[config.mk]
export PLATFORM = sky130hd
export DESIGN_NAME = hdx_defer_ctrl
export DESIGN_NICKNAME = d
export VERILOG_FILES = /design/src/rtl/hdx_defer_pkg.sv /design/src/rtl/hdx_lfsr.sv /design/src/rtl/hdx_defer_timer.sv /design/src/rtl/hdx_backoff.sv /design/src/rtl/hdx_defer_ctrl.sv
export SDC_FILE = /design/constraint.sdc
export NUM_CORES = 1
export LEC_CHECK = 0
export CAP_MARGIN = 10
export CELL_PAD_IN_SITES_DETAIL_PLACEMENT = 0
export CELL_PAD_IN_SITES_GLOBAL_PLACEMENT = 1
export CORE_ASPECT_RATIO = 1.2
export CORE_MARGIN = 4
export CORE_UTILIZATION = 44
export DETAILED_ROUTE_END_ITERATION = 10
export DONT_BUFFER_PORTS = 1
export PLACE_DENSITY = 0.73
export SLEW_MARGIN = 5
export SYNTH_ARGS = -nofsm -noshare
export SYNTH_HDL_FRONTEND = slang
export SYNTH_SLANG_ARGS = --single-unit
[constraint.sdc]
create_clock -name clk -period 2.2 [get_ports clk]
set_clock_uncertainty 0.2 [all_clocks]
set_input_delay 0.22 -clock clk [delete_from_list [all_inputs] [get_ports clk]]
set_output_delay 0.22 -clock clk [all_outputs]
set_load 0.05 [all_outputs]
[src/rtl/hdx_defer_pkg.sv]
package hdx_defer_pkg;

    typedef enum logic [2:0] {
        ST_IDLE,
        ST_DEFER,
        ST_XMIT,
        ST_BACKOFF,
        ST_HOLD
    } tx_state_e;

    // Medium view after duplex masking
    typedef struct packed {
        logic busy;
        logic collide;
        logic skip_bo;
    } line_view_t;

    // Registered output events
    typedef struct packed {
        logic go;
        logic abort;
        logic excess;
    } tx_event_t;

    localparam int          RAND_W    = 16;
    localparam logic [15:0] RAND_SEED = 16'hACE1;

    // Taps at 16,14,13,11 (bits 15,13,12,10)
    function automatic logic [15:0] rand_step(input logic [15:0] s);
        return {s[14:0], s[15] ^ s[13] ^ s[12] ^ s[10]};
    endfunction

    // 2^min(n,cap)-1 as a 16-bit mask
    function automatic logic [15:0] range_mask(input int n, input int cap);
        int k;
        k = (n < cap) ? n : cap;
        if (k > 16) k = 16;
        return 16'((33'd1 << k) - 33'd1);
    endfunction

endpackage

[src/rtl/hdx_lfsr.sv]
module hdx_lfsr
    import hdx_defer_pkg::*;
#(
    parameter logic [15:0] SEED = RAND_SEED
) (
    input  logic        clk,
    input  logic        rst,
    output logic [15:0] value
);

    // Free-running, advances on every clock
    always_ff @(posedge clk) begin
        if (rst) value <= SEED;
        else     value <= rand_step(value);
    end

endmodule

[src/rtl/hdx_defer_timer.sv]
module hdx_defer_timer #(
    parameter int LIMIT = 24288,
    parameter int GAP   = 96
) (
    input  logic clk,
    input  logic rst,
    input  logic start,
    input  logic active,
    input  logic tick,
    input  logic busy,
    input  logic wait_forever,
    output logic limit_hit,
    output logic gap_done
);

    localparam int DW = $clog2(LIMIT + 1);
    localparam int GW = $clog2(GAP + 1);
    localparam logic [DW-1:0] D_LAST = DW'(LIMIT - 1);
    localparam logic [DW-1:0] D_MAX  = DW'(LIMIT);
    localparam logic [GW-1:0] G_LAST = GW'(GAP - 1);
    localparam logic [GW-1:0] G_MAX  = GW'(GAP);

    logic [DW-1:0] defer_cnt;
    logic [GW-1:0] gap_cnt;

    // Total deferral of the current frame; cleared on accept
    always_ff @(posedge clk) begin
        if (rst || start)
            defer_cnt <= '0;
        else if (active && tick && defer_cnt != D_MAX)
            defer_cnt <= defer_cnt + 1'b1;
    end

    // Consecutive idle bit times; any busy cycle restarts
    always_ff @(posedge clk) begin
        if (rst || !active || busy)
            gap_cnt <= '0;
        else if (tick && gap_cnt != G_MAX)
            gap_cnt <= gap_cnt + 1'b1;
    end

    assign limit_hit = active && tick && !wait_forever && (defer_cnt >= D_LAST);
    assign gap_done  = active && tick && !busy && (gap_cnt >= G_LAST);

endmodule

[src/rtl/hdx_backoff.sv]
module hdx_backoff
    import hdx_defer_pkg::*;
#(
    parameter int SLOT     = 512,
    parameter int ATTEMPTS = 16,
    parameter int CAP      = 10
) (
    input  logic        clk,
    input  logic        rst,
    input  logic        start,
    input  logic        collide,
    input  logic        skip,
    input  logic        active,
    input  logic        tick,
    input  logic [15:0] rnd,
    output logic        excess,
    output logic        done
);

    localparam int AW = $clog2(ATTEMPTS + 1);
    localparam int CW = $clog2(((2 ** CAP) - 1) * SLOT + 1);
    localparam logic [AW-1:0] A_LAST = AW'(ATTEMPTS - 1);

    logic [AW-1:0] attempts;
    logic [AW-1:0] attempts_nx;
    logic [15:0]   draw;
    logic [CW-1:0] wait_cnt;

    assign attempts_nx = attempts + 1'b1;
    assign draw        = rnd & range_mask(int'(attempts_nx), CAP);

    // Collision count of the current frame
    always_ff @(posedge clk) begin
        if (rst || start)
            attempts <= '0;
        else if (collide)
            attempts <= attempts_nx;
    end

    // Backoff length r*SLOT, counted down on bit ticks
    always_ff @(posedge clk) begin
        if (rst)
            wait_cnt <= '0;
        else if (collide && !skip)
            wait_cnt <= CW'(draw * SLOT);
        else if (active && tick && wait_cnt != '0)
            wait_cnt <= wait_cnt - 1'b1;
    end

    assign excess = collide && (attempts == A_LAST);
    assign done   = active && (wait_cnt == '0);

endmodule

[src/rtl/hdx_defer_ctrl.sv]
module hdx_defer_ctrl
    import hdx_defer_pkg::*;
#(
    parameter int DEFER_LIMIT  = 24288,
    parameter int IFG_BITS     = 96,
    parameter int SLOT_BITS    = 512,
    parameter int MAX_ATTEMPTS = 16,
    parameter int BACKOFF_CAP  = 10
) (
    input  logic clk,
    input  logic rst,
    input  logic cfg_full_duplex,
    input  logic cfg_wait_forever,
    input  logic cfg_no_backoff,
    input  logic cfg_bp_no_backoff,
    input  logic tx_req,
    input  logic crs,
    input  logic col,
    input  logic bp_active,
    input  logic bit_tick,
    output logic tx_go,
    output logic tx_abort,
    output logic tx_excess_col
);

    tx_state_e   state, nxt;
    line_view_t  lv;
    tx_event_t   ev_nx, ev_q;
    logic [15:0] rnd;
    logic        start, collide_x;
    logic        limit_hit, gap_done;
    logic        excess, bo_done;

    // Duplex masking - R10; back-off skip selection
    assign lv.busy    = crs & ~cfg_full_duplex;
    assign lv.collide = col & ~cfg_full_duplex;
    assign lv.skip_bo = cfg_no_backoff | (cfg_bp_no_backoff & bp_active);

    assign start     = (state == ST_IDLE) && tx_req;
    assign collide_x = (state == ST_XMIT) && lv.collide;

    hdx_lfsr #(.SEED(RAND_SEED)) u_rand (
        .clk   (clk),
        .rst   (rst),
        .value (rnd)
    );

    hdx_defer_timer #(.LIMIT(DEFER_LIMIT), .GAP(IFG_BITS)) u_timer (
        .clk          (clk),
        .rst          (rst),
        .start        (start),
        .active       (state == ST_DEFER),
        .tick         (bit_tick),
        .busy         (lv.busy),
        .wait_forever (cfg_wait_forever),
        .limit_hit    (limit_hit),
        .gap_done     (gap_done)
    );

    hdx_backoff #(.SLOT(SLOT_BITS), .ATTEMPTS(MAX_ATTEMPTS), .CAP(BACKOFF_CAP)) u_backoff (
        .clk     (clk),
        .rst     (rst),
        .start   (start),
        .collide (collide_x),
        .skip    (lv.skip_bo),
        .active  (state == ST_BACKOFF),
        .tick    (bit_tick),
        .rnd     (rnd),
        .excess  (excess),
        .done    (bo_done)
    );

    always_comb begin
        nxt   = state;
        ev_nx = '0;
        unique case (state)
            ST_IDLE: begin
                if (tx_req) nxt = ST_DEFER;
            end
            ST_DEFER: begin
                if (limit_hit) begin                        // abort wins
                    nxt          = ST_HOLD;
                    ev_nx.abort  = 1'b1;
                end else if (gap_done) begin
                    nxt          = ST_XMIT;
                    ev_nx.go     = 1'b1;
                end
            end
            ST_XMIT: begin
                if (lv.collide) begin
                    if (excess) begin
                        nxt          = ST_HOLD;
                        ev_nx.excess = 1'b1;
                    end else if (lv.skip_bo) begin
                        nxt = ST_DEFER;
                    end else begin
                        nxt = ST_BACKOFF;
                    end
                end else if (!tx_req) begin
                    nxt = ST_IDLE;
                end
            end
            ST_BACKOFF: begin
                if (bo_done) nxt = ST_DEFER;
            end
            ST_HOLD: begin
                if (!tx_req) nxt = ST_IDLE;
            end
            default: nxt = ST_IDLE;
        endcase
    end

    always_ff @(posedge clk) begin
        if (rst) begin
            state <= ST_IDLE;
            ev_q  <= '0;
        end else begin
            state <= nxt;
            ev_q  <= ev_nx;
        end
    end

    assign tx_go         = ev_q.go;
    assign tx_abort      = ev_q.abort;
    assign tx_excess_col = ev_q.excess;

endmodule

After elaboration in Yosys (flattened, before gate mapping):

Cells that the tools add are included.

* word-level logic and storage cells: 88
* latch bits: 0
* memory bits (read-only): 0
* memory bits (writable): 0
* memories: 0
* register bits: 68

* multipliers: 0
* reduce and logical (&&, ||, !) cells: 30
* bitwise gates (word level): 12
* eq/ne operators: 10
* muxes and demuxes: 16
* add/sub/neg operators: 5
* divide/modulo/power cells: 0
* magnitude comparators: 4
* shift-type cells: 1

Operators with widths (count)
* 2-to-1 mux 19 bit: 2
* > comparator 32 x 6 -> 1 bit, second input constant: 1
* 2-to-1 mux 32 bit: 1
* << shifter 1 x 32 -> 10 bit, first input constant: 1
* 2-to-1 mux 3 bit: 7
* logical NOT 19 bit: 1
* nonzero test 19 bit: 1
* subtractor 19 x 1 -> 19 bit, second input constant: 1
* adder 15 x 1 -> 15 bit, second input constant: 1
* greater-or-equal comparator 15 bit, second input constant: 1
* inequality test 15 bit, second input constant: 1
* one-hot mux 3 bit (5 select lines): 1
* logical AND 1 bit: 14
* AND 10 bit: 1
* subtractor 10 x 1 -> 10 bit, second input constant: 1
* adder 7 x 1 -> 7 bit, second input constant: 1
* greater-or-equal comparator 7 bit, second input constant: 1
* inequality test 7 bit, second input constant: 1
* equality test 3 x 2 -> 1 bit, second input constant: 2
* OR reduction 3 bit: 2
* adder 5 x 1 -> 5 bit, second input constant: 1
* equality test 5 x 4 -> 1 bit, second input constant: 1
* less-than comparator 5 x 4 -> 1 bit, second input constant: 1
* 2-to-1 mux 5 bit: 1
* 16 further kinds: 32

Depth between registers and ports, before layout:

Gate-level depths: netlist (run 1).

* depth in word-level cells: 9
* depth in mapped cells: 11
* gate-level depth less buffers: 11

Hierarchy:

From an unflattened synthesis (run 1), not the netlist that was laid out.

* cells, all modules: 412
* area total of the unflattened synthesis: 3583.4 sq um

By module, submodules not included
* hdx_backoff: cells an instance 191, area an instance 1591.5 sq um, instances 1, seq. area each 480.5 sq um
* hdx_defer_timer: cells an instance 139, area an instance 1162.4 sq um, instances 1, seq. area each 440.4 sq um
* hdx_lfsr: cells an instance 36, area an instance 454.2 sq um, instances 1, seq. area each 320.3 sq um
* hdx_defer_ctrl: cells an instance 46, area an instance 375.4 sq um, instances 1, seq. area each 120.1 sq um

Worst setup path before layout (run 1):

No wires, ideal clock.

* path type: reg2reg
* from: reg u_backoff.attempts[0]
* to: reg u_backoff.wait_cnt[15]
* data required time: 1883 ps
* stages on the path, launching flop included: 12
* setup slack: -201 ps
* setup time: 117 ps
* path buffers: 1
* data arrival time: 2084 ps
* cells stage by stage: dfxtp_1 clkbuf_1 nand2_1 xor2_1 a31oi_1 nand2b_1 nand2b_1 ha_1 nor2_1 mux2i_1 o21ai_0 a32o_2

* cells in the longest elaborated chain, start to end: 9

RTL lines
* from (decl): line hdx_backoff.sv:24 `logic [AW-1:0] attempts;`
* from (signal assigned): line hdx_backoff.sv:37 `attempts <= attempts_nx;`
* adder 5 x 1 -> 5 bit (*): line hdx_backoff.sv:29 `assign attempts_nx = attempts + 1'b1;`
* less-than comparator 5 x 4 -> 1 bit: line hdx_defer_pkg.sv:36 `k = (n < cap) ? n : cap;`
* 2-to-1 mux 5 bit (*): line hdx_defer_pkg.sv:36
* > comparator 32 x 6 -> 1 bit: line hdx_defer_pkg.sv:37 `if (k > 16) k = 16;`
* 2-to-1 mux 32 bit (*): line hdx_defer_pkg.sv:37
* << shifter 1 x 32 -> 10 bit (*): line hdx_defer_pkg.sv:38 `return 16'((33'd1 << k) - 33'd1);`
* subtractor 10 x 1 -> 10 bit (*): line hdx_defer_pkg.sv:38
* AND 10 bit (*): line hdx_backoff.sv:30 `assign draw = rnd & range_mask(int'(attempts_nx), CAP);`
* 2-to-1 mux 19 bit (*): line hdx_backoff.sv:44 `else if (collide && !skip)`
* to (signal assigned): line hdx_backoff.sv:45 `wait_cnt <= CW'(draw * SLOT);`
* to (signal assigned): line hdx_backoff.sv:47 `wait_cnt <= wait_cnt - 1'b1;`
* to (decl): line hdx_backoff.sv:27 `logic [CW-1:0] wait_cnt;`

Mark *: on every way between the ends. The rest lies on a longest branch, timed or not.
A chain may end at the register's enable or synchronous reset.

Worst setup path after layout (run 1):

* from: reg u_backoff.wait_cnt[1]
* to: reg u_backoff.wait_cnt[5]

* cells in the longest elaborated chain, start to end: 2

RTL lines
* branches (longest 2 deep; another with subtractor 19 x 1 -> 19 bit)

Several ways; the timed one is not identified.

==> results of run 1 <==
==> final timing paths <==
path,from,cells after the start,slack [ns],endpoint
max,u_backoff.wait_cnt[1]$_SDFFE_PP0P_,9,-0.1,u_backoff.wait_cnt[5]$_SDFFE_PP0P_
max reg2reg,u_backoff.wait_cnt[1]$_SDFFE_PP0P_,9,-0.1,u_backoff.wait_cnt[5]$_SDFFE_PP0P_
min reg2reg,u_backoff.wait_cnt[9]$_SDFFE_PP0P_,2,0.28,u_backoff.wait_cnt[9]$_SDFFE_PP0P_
min,rst,1,-0.26,u_backoff.wait_cnt[14]$_SDFFE_PP0P_
==> routing by layer <==
layer / GRT usage / wire length, um / vias up
met5: 0 / 0 / -
met4: 0.0731 / 100 / 0
met3: 0.0392 / 168 / 9
met2: 0.310 / 3890 / 30
met1: 0.232 / 3630 / 1349
li1: - / - / 1483
==> what timing repair did <==
item	in CTS	in global routing
buffers inserted	3	5
endpoints found under the setup margin	13	17
hold endpoints to repair	38	8
pin swaps	8	18
resized for setup	12	29
==> cells in the final DEF (no fill, tap or decap), types with 6 or more instances in the layout <==
cell           count
clkbuf_8          10
a21oi_1            9
nor2b_1            9
or2_2              7
a31oi_1            9
nor3_1            11
xor2_1            20
buf_4             44
nor2_1            51
nand4_1           10
dlygate4sd3_1     21
nand3_1           14
dfxtp_1           62
nand2b_1           6
or3_1              7
nand2_1           21
inv_1              7
xnor2_1           16
==> kinds of logic after synthesis <==
kind of cell	Yosys count	synth area share
buffers and inverters	24	0.0273
AO/OA/AOI/OAI	62	0.137
XOR/XNOR	36	0.0956
flip-flops	68	0.413
multiplexers	3	0.00911
adder cells (fa/ha/maj)	8	0.0304
AND/OR/NAND/NOR	180	0.288
==> flip-flops by register name (all words and copies together) (netlist names) <==
register	count
u_backoff.wait_cnt	19
u_timer.defer_cnt	15
state	3
u_backoff.attempts	5
u_rand.value	16
tx_go	1
tx_excess_col	1
tx_abort	1
u_timer.gap_cnt	7
==> synthesized netlist by cell type, drive strengths merged, types with 2 or more instances <==
cell type and count:
clkbuf 14, nor3 17, xnor2 16, nand4 10
o31ai 2, nor4 4, nand3b 3, o211ai 5
nor2b 9, o41ai 2, nand2 23, nor3b 2
a21oi 11, o21ai 10, or3 9, dfxtp 68
a211oi 2, or2 8, nand3 16, nor2 56
and3 3, a31oi 9, inv 10, o2111ai 3
and4bb 2, xor2 20, nand2b 8, o311ai 3
or4 2, o21a 3, mux2i 3, a221oi 2
and2 4, ha 8
==> where the power goes <==
group	leakage, nW	internal [mW]	switching, mW
sequential	0.556	1.26	0.0189
combinational	0.971	0.0835	0.0763
clock	0.105	0.666	0.493
==> cell type report <==
type	instances	area share
inverters	10	0.00862
repair buffers	68	0.132
flip-flops and latches	68	0.315
multi-input cells	289	0.467
clock buffers	10	0.0316
well taps	90	0.0259
clock inverters	6	0.0201
==> per-stage QoR <==
| stage | cell area (um^2) | setup WS, ns |
|---|---|---|
| after floorplan | 3350 | -0.0578 |
| after global placement | 3690 | -0.0940 |
| after detailed placement | 3690 | -0.138 |
| after CTS | 4190 | -0.0833 |
| after global routing | 4350 | -0.171 |
| final | 4350 | -0.0957 |
==> results by group, run 1 <==
Logic synthesis
  • Top cell type's share of synthesized area: 0.413
  • Synth Register Bits: 68
  • Cell taking the most area after synthesis: dfxtp_1
  • Sequential area share after synthesis: 0.413
  • Mean Syn Cell Area: 8.66 um^2
  • Post-synth EDFFs: 0
  • Synth Cell Area: 3300 um^2
  • Syn nets: 400
  • Synth cell types: 56
  • Cells after Synth: 381
  • Synth top area cells: dfxtp_1 41%, nor2_1 6.4%, xor2_1 5.3%
  • Number of warnings issued by yosys: 0
  • Ys async rst share: 0
  • Dominant synthesized flop cell: dfxtp_1

Timing
  • Fin crit period: 2.30 ns
  • Fin crit share: 1.04
  • Pins Over Slew Limit: 0
  • Final WS setup: -0.0957 ns
  • Slew margin rel.: 0.655
  • Actual slew at the worst max-slew pin: 0.510 ns
  • Finish-stage setup viols: 10
  • RSZ-0062 raised after global routing: yes
  • WHS: -0.256 ns
  • Hold Fails Final Rpt: 8
  • Peak Freq: 0.436 GHz
  • Setup tns final: -0.536 ns

Pwr
  • Pwr Total: 2.59 mW
  • PwrDens: 596 nW/um^2
  • Leakage power: 1.63 nW
  • Max VDD drop: 0.403 mV

Detailed routing
  • Vias per inst: 5.31
  • Final wirelength: 7800 um
  • Antenna-violating nets left: 0
  • WL per Instance: 14.4 um
  • # DRC: 0
  • Via count: 2871
  • Iter 0 DRT Violations: 106
  • Drt first pass iters: 4

Worst setup path
  • Startpoint Class: register
  • CP Cell Sequence: inv_2, ha_4, or3b_4, or3_4, o21ai_4, buf_6, nor3_2, xnor2_1, nor2_1
  • Crit path DAT: 2.32 ns
  • Max stage delay on crit path: 0.42 ns
  • Setup CP Type: reg -> reg
  • CP required: 2.22 ns
  • CP bufs+invs: 2
  • Worst Path Max Fanout: 6
  • CP Capture Type: register
  • Crit path max-delay family: simple AND/OR/NAND/NOR gates
  • CP max-delay cell: or3_4

Final layout
  • Final net count: 465
  • Area growth from synthesis to final layout: 32.0%
  • Antenna diode count: 0
  • Multi-input gate area: 2030 um^2
  • Layout fillers: 647
  • Fraction of layout cells with a size suffix above 1: 0.262
  • Core Util, Final: 0.598
  • Register area: 1370 um^2
  • Layout Cells excl Fill: 541

Status
  • Failing checks: negative hold slack, negative setup slack
  • Status: complete, but fails checks

Place
  • PortBufs: 0
  • Placed Cells: 496
  • DP HPWL: 5370 um
  • Placer congestion estimate: 0.890

Global routing
  • Grt ovf: 0
  • Largest net degree at the start of global routing: 28
  • Vias in the first global route: 2816
  • GR Util All Layers: 0.185
  • Initial antenna violation count: 0
  • First-pass GRT wire length: 13100 um

CTS
  • Clock transition at the registers of the reported paths: 0.07 ns
  • CTS root buf: clkbuf_8
  • CTS max path bufs: 2
  • Num Clock Sinks: 68
  • CTS tree: yes
  • Clock latency on the worst-skew pair: 0.35 ns
  • Cts hold-fix bufs: 21
  • TritonCTS Buffers: 9
  • H-tree Lvls: 3

Die
  • Rows: 34
  • Initial core utilization: 0.453
  • DIE WIDTH: 87.0 um
  • Die Ht: 103 um
  • Core area: 7270 um^2
  • IO Count: 14
  • Die ar.: 8950 um^2

Run
  • Maximum Capacitance Violations: 0

Min path
  • Hold crit path type: in -> reg
No activity file was read; power rests on OpenSTA's default activity.
==> run 2, diff against run 1 <==
Settings changed: CORE_UTILIZATION 44 to 49, GPL_TIMING_DRIVEN set to 0, PLACE_DENSITY 0.73 to 0.77.
Clock period 2.2 ns to 2.9 ns, I/O delays scaled along.
==> run 2 against run 1 <==
The run now ends clean. Flip-flop and latch count unchanged. Hold slack gained 0.27 ns. Utilization down 3.1 points. Count of clock-buffer cells in the layout is the same. Critical path type unchanged. Largest power group is now clock. Highest routed layer unchanged.
==> results by group, run 2 (synthesized netlist as in run 1, its figures left out) <==
Detailed routing
  • Vias per inst: 5.55
  • Via count: 2675
  • Drt first pass iters: 4
  • Final wirelength: 7010 um
  • Antenna-violating nets left: 0
  • WL per Instance: 14.6 um
  • Iter 0 DRT Violations: 95
  • # DRC: 0

Place
  • Placed Cells: 466
  • Placer congestion estimate: 0.768
  • PortBufs: 0
  • DP HPWL: 4940 um
  • Pre-CTS WS: 0.124 ns

CTS
  • H-tree Lvls: 3
  • Clock latency on the worst-skew pair: 0.35 ns
  • Num Clock Sinks: 68
  • CTS tree: yes
  • CTS root buf: clkbuf_8
  • Clock transition at the registers of the reported paths: 0.08 ns
  • CTS max path bufs: 2
  • TritonCTS Buffers: 9

Final layout
  • Largest regs: u_backoff.wait_cnt (19), u_rand.value (16), u_timer.defer_cnt (15)
  • Layout Cells excl Fill: 482
  • Max FFs per register: 19
  • Commonest cells after routing, fill and taps aside: 68 x dfxtp_1, 55 x nor2_1, 23 x nand2_1
  • Antenna diode count: 0
  • Final net count: 411
  • Largest register by flop count: u_backoff.wait_cnt
  • Fraction of layout cells with a size suffix above 1: 0.111
  • Commonest non-fill, non-tap cell in the layout: dfxtp_1
  • Area growth from synthesis to final layout: 11.5%
  • Layout fillers: 619

Timing
  • Actual slew at the worst max-slew pin: 0.687 ns
  • Fin crit period: 2.67 ns
  • Fin crit share: 0.922
  • Pins Over Slew Limit: 0
  • Hold Fails Final Rpt: 0
  • Slew margin rel.: 0.540
  • RSZ-0062 raised after global routing: no
  • Finish-stage setup viols: 0
  • Final WS setup: 0.227 ns
  • WHS: 0.0190 ns
  • Peak Freq: 0.374 GHz
  • Setup tns final: 0 ns

Worst setup path
  • Max stage delay on crit path: 0.44 ns
  • CP Cell Sequence: inv_1, ha_1, or3b_2, clkbuf_1, or3_4, o21ai_4, or2_2, o311ai_0, a21oi_1
  • Startpoint Class: register
  • Worst Path Max Fanout: 10
  • Crit path DAT: 2.75 ns
  • CP required: 2.98 ns
  • CP max-delay cell: or3b_2
  • CP Capture Type: register
  • Crit path max-delay family: simple AND/OR/NAND/NOR gates
  • Setup CP Type: reg -> reg
  • CP bufs+invs: 2

Die
  • Rows: 32
  • IO Count: 14
  • Initial core utilization: 0.508
  • Core area: 6490 um^2
  • DIE WIDTH: 82.9 um
  • Die ar.: 8110 um^2
  • Die Ht: 97.9 um

Global routing
  • Largest net degree at the start of global routing: 13
  • Vias in the first global route: 2597
  • Grt ovf: 0
  • Initial antenna violation count: 0
  • First-pass GRT wire length: 12100 um
  • GR Util All Layers: 0.182

Status
  • Status: completed

Run
  • Maximum Capacitance Violations: 0

Pwr
  • Leakage power: 1.31 nW
  • PwrDens: 554 nW/um^2
  • Max VDD drop: 0.400 mV

Min path
  • Hold crit path type: in -> reg
==> run 2: final timing paths <==
check                           slack (ns)                            endpoint                               start  cells after the start
worst max register to register        0.23  u_backoff.wait_cnt[9]$_SDFFE_PP0P_  u_backoff.wait_cnt[0]$_SDFFE_PP0P_                      9
worst min register to register        0.21         u_rand.value[15]$_SDFF_PP1_         u_rand.value[14]$_SDFF_PP0_                      1
worst min-delay path                  0.02               state[2]$_SDFFE_PP0P_                              tx_req                      2
worst max-delay path                  0.23  u_backoff.wait_cnt[9]$_SDFFE_PP0P_  u_backoff.wait_cnt[0]$_SDFFE_PP0P_                      9
==> run 2: area by class of cell <==
class,instances,area (um^2),area share
inverter,10,37.5,0.0102
clock buffer,10,138,0.0374
clock inverter,6,111,0.0303
buffer,14,53.8,0.0146
sequential,68,1360,0.370
tap,85,106,0.0289
multi-input combinational,289,1870,0.509
==> run 2: stage by stage <==
stage,total power [mW],util,cell area (um^2)
after floorplan,1.06,-,3300
after global placement,1.08,0.525,3400
after CTS,2.06,0.563,3650
after global routing,2.12,0.567,3680
final,2.04,0.567,3680
after detailed placement,1.08,0.525,3400
==> run 2: report_power, final <==
group	leakage (nW)	total (mW)	switching, mW	internal [mW]
Clock	0.122	0.974	0.380	0.595
Sequential	0.553	0.968	0.0144	0.954
Combinational	0.637	0.0942	0.0572	0.0370
Total	1.31	2.04	0.451	1.59
==> run 2: worst reg2reg max path, cell delays in order (launching register included) <==
cell and delay, ns:
dfxtp_1 0.35, inv_1 0.07, ha_1 0.16, or3b_2 0.44, clkbuf_1 0.19, or3_4 0.43
o21ai_4 0.29, or2_2 0.21, o311ai_0 0.13, a21oi_1 0.15
==> run 2: timing repair <==
item	in CTS	in global routing
buffers inserted	0	0
hold buffers	0	0
resized for setup	0	9
setup endpoints to repair	0	5
==> run 2: routing by layer <==
layer,vias to the layer above,wire [um],track usage
li1,1379,-,-
met3,10,149,0.0346
met5,-,0,0
met2,23,3350,0.304
met1,1263,3390,0.228
met4,0,129,0.0780
==> run 3, diff against run 2 <==
Settings changed: PLACE_DENSITY 0.77 to 0.87.
==> run 3 against run 2 <==
Count of clock-buffer cells in the layout up 4. Non-clock buffer count unchanged. First-iteration DRC count up 69%. Sequential share of layout area increased by 1.0 points. Critical path type unchanged.
==> results by group, run 3 (synthesized netlist as in run 1, its figures left out) <==
Detailed routing
  • Final wirelength: 6620 um
  • Vias per inst: 5.46
  • Via count: 2630
  • Iter 0 DRT Violations: 161
  • # DRC: 0
  • Antenna-violating nets left: 0
  • Drt first pass iters: 4
  • WL per Instance: 13.7 um

Die
  • IO Count: 14
  • Die ar.: 8110 um^2
  • Initial core utilization: 0.508
  • Core area: 6490 um^2
  • Die Ht: 97.9 um
  • Rows: 32
  • DIE WIDTH: 82.9 um

Worst setup path
  • Worst Path Max Fanout: 8
  • Crit path DAT: 2.71 ns
  • R2R Setup Slk: 0.20 ns
  • CP Cell Sequence: ha_1, and3_1, ha_2, nand2_1, nor2_2, inv_1, ha_1, o21ai_0, o211ai_1, a31oi_1, o21ai_0
  • CP required: 2.91 ns
  • Max stage delay on crit path: 0.39 ns
  • R2r endpoint: u_backoff.wait_cnt[13]$_SDFFE_PP0P_
  • Startpoint Class: register
  • Setup CP Type: reg -> reg
  • CP max-delay cell: ha_2
  • RR Startpoint: u_backoff.attempts[1]$_SDFFE_PP0P_
  • Reg2reg path depth: 11
  • CP Capture Type: register

Run
  • Maximum Capacitance Violations: 0

Min path
  • Hold path endpoint: state[2]$_SDFFE_PP0P_
  • Hold Path Stages: 2
  • Hold crit path type: in -> reg
  • Hold path startpoint: tx_req

Timing
  • Pins Over Slew Limit: 0
  • Setup tns final: 0 ns
  • Hold Fails Final Rpt: 0
  • Actual slew at the worst max-slew pin: 0.630 ns
  • Finish-stage setup viols: 0
  • Fin crit share: 0.932
  • Slew margin rel.: 0.578
  • Peak Freq: 0.370 GHz
  • Fin crit period: 2.70 ns
  • RSZ-0062 raised after global routing: no

CTS
  • Clock transition at the registers of the reported paths: 0.07 ns
  • H-tree Lvls: 3
  • Cts hold-fix bufs: 0
  • TritonCTS Buffers: 9
  • CTS max path bufs: 2
  • Clock latency on the worst-skew pair: 0.34 ns
  • CTS tree: yes
  • Num Clock Sinks: 68
  • CTS root buf: clkbuf_8

Final layout
  • Area growth from synthesis to final layout: 8.50%
  • Fraction of layout cells with a size suffix above 1: 0.0907
  • Commonest non-fill, non-tap cell in the layout: dfxtp_1
  • Largest register by flop count: u_backoff.wait_cnt
  • Final net count: 411
  • Antenna diode count: 0
  • Layout fillers: 620
  • Max FFs per register: 19
  • Commonest cells after routing, fill and taps aside: 68 x dfxtp_1, 55 x nor2_1, 23 x nand2_1
  • Largest regs: u_backoff.wait_cnt (19), u_rand.value (16), u_timer.defer_cnt (15)

Global routing
  • Largest net degree at the start of global routing: 11
  • First-pass GRT wire length: 11100 um
  • Initial antenna violation count: 0
  • Grt ovf: 0
  • GR Util All Layers: 0.165
  • Vias in the first global route: 2396

Pwr
  • Pwr Total: 1.73 mW
  • Leakage power: 1.28 nW
  • Max VDD drop: 0.323 mV
  • PwrDens: 484 nW/um^2

Place
  • Placer congestion estimate: 0.821
  • PortBufs: 0
  • DP HPWL: 4720 um

Status
  • Status: completed
==> run 3: cell count changes in the layout (fill, tap and decap cells not counted) <==
cell,change
nor2b_1,+1
bufinv_16,-3
o21ai_0,-1
clkinv_2,+1
ha_1,+2
nor2b_2,-1
a31oi_2,-1
ha_2,-2
clkbuf_1,+4
clkinv_4,-1
clkinvlp_4,-1
a31oi_1,+1
o21ai_1,+1
==> run 3: per-layer routing <==
layer | vias to the layer above | track usage | routed length (um)
li1 | 1380 | - | -
met1 | 1188 | 0.216 | 3300
met2 | 44 | 0.257 | 2950
met3 | 18 | 0.0287 | 173
met4 | 0 | 0.0906 | 198
met5 | - | 0 | 0
==> run 3: how the worst max path moves through the flow <==
stage	start	end	slack [ns]	depth (start not counted)
after floorplan	u_backoff.attempts[0]$_SDFFE_PP0P_	u_backoff.wait_cnt[15]$_SDFFE_PP0P_	0.50	11
after global placement	u_backoff.attempts[1]$_SDFFE_PP0P_	u_backoff.wait_cnt[13]$_SDFFE_PP0P_	0.18	11
after detailed placement	u_backoff.wait_cnt[0]$_SDFFE_PP0P_	u_backoff.wait_cnt[14]$_SDFFE_PP0P_	0.14	8
after CTS	u_backoff.wait_cnt[0]$_SDFFE_PP0P_	u_backoff.wait_cnt[14]$_SDFFE_PP0P_	0.10	8
after global routing	u_backoff.attempts[1]$_SDFFE_PP0P_	u_backoff.wait_cnt[13]$_SDFFE_PP0P_	0.008	11
final	u_backoff.attempts[1]$_SDFFE_PP0P_	u_backoff.wait_cnt[13]$_SDFFE_PP0P_	0.20	11
==> run 3: critical path: cells and delay by family, from the launching register on <==
kind | cells | cell delay [ns]
compound gates | 4 | 0.55
fa+ha+maj | 3 | 0.94
buf+inv | 1 | 0.07
flops | 1 | 0.35
simple gates | 3 | 0.46
==> run 3: timing repair <==
item / in CTS / in global routing
setup buffers: 0 / 0
endpoints found under the setup margin: 0 / 3
gates resized for setup: 0 / 6
==> run 3: stage by stage <==
stage          utilization  worst slack, ns  std cells  hold slack (ns)  cell area, um^2
5_1_grt              0.552          0.00824        482           0.0646             3580
6_report             0.552            0.198        482           0.0178             3580
2_1_floorplan            -            0.499        381            0.189             3300
4_1_cts              0.550            0.103        482          0.00131             3570
3_5_place_dp         0.525            0.137        466            0.215             3400
3_3_place_gp         0.525            0.179        466            0.194             3400
==> run 3: report_power, final <==
part | switching, mW | total, mW | internal, mW
combinational | 0.0549 | 0.0917 | 0.0367
clock | 0.337 | 0.669 | 0.332
sequential | 0.0148 | 0.969 | 0.955
total | 0.407 | 1.73 | 1.32
==> run 3: area by class of cell <==
class	count	area, um^2	area share
plain buffers	14	53.8	0.0150
clock buffers	14	153	0.0427
clock inverters	2	10.0	0.00280
inverters	10	37.5	0.0105
multi-input cells	289	1860	0.519
flip-flops and latches	68	1360	0.380
well taps	85	106	0.0297
